## src/rtl/lms_pkg.sv

```systemverilog
package lms_pkg;
   typedef enum logic [1:0] {
      BR_NONE = 2'b00,
      BR_PUSH = 2'b01,
      BR_FLIP = 2'b10,
      BR_POP  = 2'b11
   } br_op_e;
endpackage

```

## src/rtl/lms_ctrl.sv

```systemverilog
module lms_ctrl
   import lms_pkg::*;
#(
   parameter int DEPTH = 8,
   parameter int DW    = $clog2(DEPTH + 1)
) (
   input  logic          clk,
   input  logic          rst_n,
   input  logic          instr_vld,
   input  br_op_e        op,
   output logic [DW-1:0] depth,
   output logic          empty,
   output logic          do_push,
   output logic          do_flip,
   output logic          do_pop,
   output logic          ovf,
   output logic          udf
);
   logic full;
   logic push_req;
   logic pop_req;

   always_comb begin
      empty    = (depth == '0);
      full     = (depth == DW'(DEPTH));
      push_req = instr_vld && (op == BR_PUSH);
      pop_req  = instr_vld && (op == BR_POP);
      do_push  = push_req && !full;
      do_pop   = pop_req && !empty;
      do_flip  = instr_vld && (op == BR_FLIP);
   end

   always_ff @(posedge clk) begin
      if (!rst_n) begin
         depth <= '0;
         ovf   <= 1'b0;
         udf   <= 1'b0;
      end else begin
         if (do_push)
            depth <= depth + DW'(1);
         else if (do_pop)
            depth <= depth - DW'(1);
         if (push_req && full)
            ovf <= 1'b1;
         if (pop_req && empty)
            udf <= 1'b1;
      end
   end
endmodule

```

## src/rtl/lms_store.sv

```systemverilog
module lms_store #(
   parameter int LANES = 16,
   parameter int DEPTH = 8,
   parameter int DW    = $clog2(DEPTH + 1)
) (
   input  logic             clk,
   input  logic             rst_n,
   input  logic             push,
   input  logic [LANES-1:0] wr_data,
   input  logic [DW-1:0]    depth,
   output logic [LANES-1:0] top
);
   logic [DEPTH-1:0][LANES-1:0] hit;

   for (genvar i = 0; i < DEPTH; i++) begin : g_slot
      logic [LANES-1:0] q;
      always_ff @(posedge clk) begin
         if (!rst_n)
            q <= '1;
         else if (push && (depth == DW'(i)))
            q <= wr_data;
      end
      assign hit[i] = (depth == DW'(i + 1)) ? q : '0;
   end

   always_comb begin
      top = '0;
      for (int i = 0; i < DEPTH; i++)
         top = top | hit[i];
   end
endmodule

```

## src/rtl/lms_next.sv

```systemverilog
module lms_next #(
   parameter int LANES = 16
) (
   input  logic [LANES-1:0] cur,
   input  logic [LANES-1:0] pred,
   input  logic [LANES-1:0] ref_mask,
   input  logic             do_push,
   input  logic             do_flip,
   input  logic             do_pop,
   output logic [LANES-1:0] nxt
);
   for (genvar l = 0; l < LANES; l++) begin : g_lane
      assign nxt[l] = do_push ? (cur[l] & pred[l])      :
                      do_flip ? (~cur[l] & ref_mask[l]) :
                      do_pop  ? ref_mask[l]             :
                                cur[l];
   end
endmodule

```

## src/rtl/lane_mask_stack.sv

```systemverilog
module lane_mask_stack
   import lms_pkg::*;
#(
   parameter  int LANES = 16,
   parameter  int DEPTH = 8,
   localparam int DW    = $clog2(DEPTH + 1)
) (
   input  logic             clk,
   input  logic             rst_n,
   input  logic             instr_vld,
   input  logic [1:0]       br_ctrl,
   input  logic [LANES-1:0] pred,
   output logic [LANES-1:0] act_mask,
   output logic [DW-1:0]    depth,
   output logic             ovf,
   output logic             udf
);
   if (LANES < 1) begin : g_bad_lanes
      $error("lane_mask_stack: LANES must be at least 1");
   end
   if (DEPTH < 1) begin : g_bad_depth
      $error("lane_mask_stack: DEPTH must be at least 1");
   end

   logic             empty;
   logic             do_push;
   logic             do_flip;
   logic             do_pop;
   logic [LANES-1:0] top;
   logic [LANES-1:0] ref_mask;
   logic [LANES-1:0] nxt_mask;

   lms_ctrl #(.DEPTH(DEPTH), .DW(DW)) u_ctrl (
      .clk       (clk),
      .rst_n     (rst_n),
      .instr_vld (instr_vld),
      .op        (br_op_e'(br_ctrl)),
      .depth     (depth),
      .empty     (empty),
      .do_push   (do_push),
      .do_flip   (do_flip),
      .do_pop    (do_pop),
      .ovf       (ovf),
      .udf       (udf)
   );

   lms_store #(.LANES(LANES), .DEPTH(DEPTH), .DW(DW)) u_store (
      .clk     (clk),
      .rst_n   (rst_n),
      .push    (do_push),
      .wr_data (act_mask),
      .depth   (depth),
      .top     (top)
   );

   assign ref_mask = empty ? '1 : top;

   lms_next #(.LANES(LANES)) u_next (
      .cur      (act_mask),
      .pred     (pred),
      .ref_mask (ref_mask),
      .do_push  (do_push),
      .do_flip  (do_flip),
      .do_pop   (do_pop),
      .nxt      (nxt_mask)
   );

   always_ff @(posedge clk) begin
      if (!rst_n)
         act_mask <= '1;
      else
         act_mask <= nxt_mask;
   end
endmodule

```

## config.mk

```make
export PLATFORM = sky130hd
export DESIGN_NAME = lane_mask_stack
export DESIGN_NICKNAME = d
export VERILOG_FILES = /design/src/rtl/lms_pkg.sv /design/src/rtl/lms_ctrl.sv /design/src/rtl/lms_store.sv /design/src/rtl/lms_next.sv /design/src/rtl/lane_mask_stack.sv
export SDC_FILE = /design/constraint.sdc
export NUM_CORES = 1
export LEC_CHECK = 0
export BUFFER_PORTS_ARGS = -buffer_cell sky130_fd_sc_hd__clkbuf_2
export CAP_MARGIN = 20
export CELL_PAD_IN_SITES_DETAIL_PLACEMENT = 0
export CELL_PAD_IN_SITES_GLOBAL_PLACEMENT = 2
export CORE_ASPECT_RATIO = 0.7
export CORE_MARGIN = 1.5
export CORE_UTILIZATION = 30
export CTS_BUF_LIST = sky130_fd_sc_hd__clkbuf_16
export DETAILED_ROUTE_END_ITERATION = 12
export PLACE_DENSITY = 0.76
export SYNTH_ARGS = -nofsm -noshare
export SYNTH_HDL_FRONTEND = slang
export SYNTH_HIERARCHICAL = 1
export SYNTH_SLANG_ARGS = --single-unit
```

## constraint.sdc

```tcl
create_clock -name clk -period 3.5 [get_ports clk]
set_input_delay 0.35 -clock clk [delete_from_list [all_inputs] [get_ports clk]]
set_output_delay 0.35 -clock clk [all_outputs]
set_load 0.01 [all_outputs]
```

==> impl_results.md <==
* IO Count at 43
* Crit start category: flip-flop
* 1st-pass router iterations at 6
* Fmax at 331.1 MHz
* Reg2Reg Launch Point: u_ctrl/depth[0]$_SDFFE_PN0P_
* Data arrival time of the worst path at 3.38 ns
* Slew Limit Headroom at 45.68%
* Pin count of the biggest net entering global routing at 85
* Clk sinks at 150
* CTS tree: yes
* Setup_tns at 0 ns
* Multi-input gate area at 0.003517 sq mm
* Nets at 906
* Status: complete, no violations
* Cts bufs inserted at 17
* CP Max Fanout at 17
* Maximum VDD drop at 0.0003393 V
* Hold_buf cts at 0
* Vias in the first global route at 5778
* Most frequent cells in the layout: nand2_1, dfxtp_1, nand3_1, clkbuf_2
* Power Dens Cells at 558.6 mW/mm^2
* Dpl hpwl at 14.82 mm
* PnR worst setup slack at 0.4800 ns
* GPL Wtd Cong at 0.7603
* Initial drt markers at 612
* Post-CTS sizing at 0
* Detailed-route via count at 6320
* Syn_nets at 901
* Fin. Hold Viols at 0
* Global Route Usage Sum at 19.93%
* RSZ-0062 raised after global routing: false
* Commonest register cell after synthesis: dfxtp_1
* WL/cell at 19.13 microns
* #FFs+latches synth at 150
* Post-Layout Cell Count at 1206
* First-pass GRT wire length at 35.84 mm
* Row count at 46
* P_leak at 3.423 nW
* Seq/Total Area, Yosys at 43.05%
* Final min period at 3.020 ns
* Dpl cells at 1175
* HP Start: pred[1]
* Antenna cell count at 0
* Register Area at 0.003003 sq mm
* Finished Cell Area at 0.007979 sq mm
* Critical Path RT at 3.86 ns
* Slew @ Worst Pin at 0.8125 ns
* Internal reg-to-reg setup slack at 0.48 ns
* # setup viols final at 0
* Syn. warnings at 6
* Skew final at 0.01279 ns
* H-tree depth at 4
* Syn Inst Count at 877
* Antenna violations before repair at 0
* Fillers at 2389
* Port-buffer cells at 42
* Clock buffer depth at 2
* Library cells used by synthesis at 50
* Synthesis-to-layout area growth at 14.39%
* Layout cells sized above 1 at 13.31%
* Reg clk slew, reported paths at 0.06 ns
* Overflow after GRT at 0
* Post-synth EDFFs at 0
* Worst Hold Class: primary input to flip-flop
* Maxcap violations at 0
* DP Area at 0.007352 sq mm
* Most common cell after layout, fill and taps aside: nand2_1
* Post-Syn Area at 0.006975 sq mm
* Worst skew pair latency at 0.43 ns
* Post-route ant nets at 0
* DRC at 0
* Root buffer cell: clkbuf_16
* Die ar. at 0.02419 sq mm
* Core Util, Final at 35.10%
* Ys async rst share at 0%
* Die Span X at 185.3 microns
* Fin crit share at 86.28%
* Mapped Avg Cell Area at 7.954 sq um
* Kind of critical path: flip-flop to flip-flop
* Worst Setup End Kind: flip-flop
* Tot Pwr at 4.457 mW
* Post-CTS Setup Bufs at 0
* Placement Setup Slack at 0.5571 ns
* Starting density of the core at 30.68%
* Vias/cell at 5.240
* Fin. max-slew vios at 0
* Core box area at 0.02273 sq mm
* Die height at 130.6 microns
* Worst hold slack at 0.2442 ns
* DRT Wirelength at 23.07 mm
* CP Launch Point: u_ctrl/depth[0]$_SDFFE_PN0P_
## report_power, final
group          switching [mW]  internal [mW]
sequential              0.117           1.75
combinational           0.359          0.262
clock                   0.770           1.20
## path summary, 6_finish.rpt
path	end	cells after the start
worst max-delay path	act_mask[5]$_SDFF_PN1_	9
worst min-delay path	act_mask[1]$_SDFF_PN1_	4
worst max register to register	act_mask[5]$_SDFF_PN1_	9
worst min register to register	u_store/g_slot[7].q[15]$_SDFFE_PN1P_	2
## cell usage after synthesis, drive strengths merged (2+ instances only)
cell	count	area, sq um
nor2	9	48.80
nand3	132	660.6
nand2	270	1013
and2	3	18.77
nor3	5	46.30
xor2	2	17.52
inv	3	11.26
nand2b	15	93.84
dfxtp	150	3003
o21a	17	127.6
or2b	3	22.52
nor2b	3	18.77
buf	48	329.1
nor3b	2	26.28
a22oi	32	240.2
clkbuf	32	122.6
o21ai	34	170.2
mux2i	17	170.2
ha	2	25.02
or2	17	108.9
a221oi	32	280.3
a31oi	16	100.1
nor4bb	14	140.1
a21oi	2	17.52
and3b	3	26.28
## cells by family (layout without fill, tap and decap cells)
logic type | Yosys count | in the layout | share of synthesized area (%)
mux | 17 | 17 | 2.439
fa+ha+maj | 3 | 3 | 0.6457
flops | 150 | 150 | 43.05
compound gates | 138 | 138 | 14.06
buf+inv | 83 | 100 | 6.637
xor+xnor | 3 | 3 | 0.3768
simple gates | 483 | 483 | 32.79
## flip-flops by register name (all words and copies together) (netlist names)
name              cells
u_ctrl/udf            1
u_ctrl/ovf            1
u_ctrl/depth          4
act_mask             16
u_store/g_slot.q    128
## per-layer routing
metal	vias to the layer above	wire [microns]	part of all wire, %	global-route usage [%]
met5	-	0	0	0
li1	3050	-	-	-
met4	0	197	0.85	4.495
met1	3059	12150	53	30.98
met3	13	1633	7.1	4.629
met2	198	9088	39	27.14
## layout make-up
type / instances / area share, %
Clock buffer: 17 / 5.332
Clock inverter: 14 / 2.525
Sequential cell: 150 / 37.64
Inverter: 3 / 0.1411
Multi-Input combinational cell: 644 / 44.08
Tap cell: 312 / 4.893
Timing Repair Buffer: 66 / 5.394
## worst max-delay path: stages (launching register included)
cell and delay (ns):
dfxtp_1 0.82, and3b_1 0.71, a22oi_1 0.23, o21a_1 0.24, o21ai_1 0.24, or2_1 0.15, nor4bb_1 0.29, a31oi_1 0.07
o21ai_1 0.10, nand2b_1 0.10
Power figures use the tool's default switching activity.
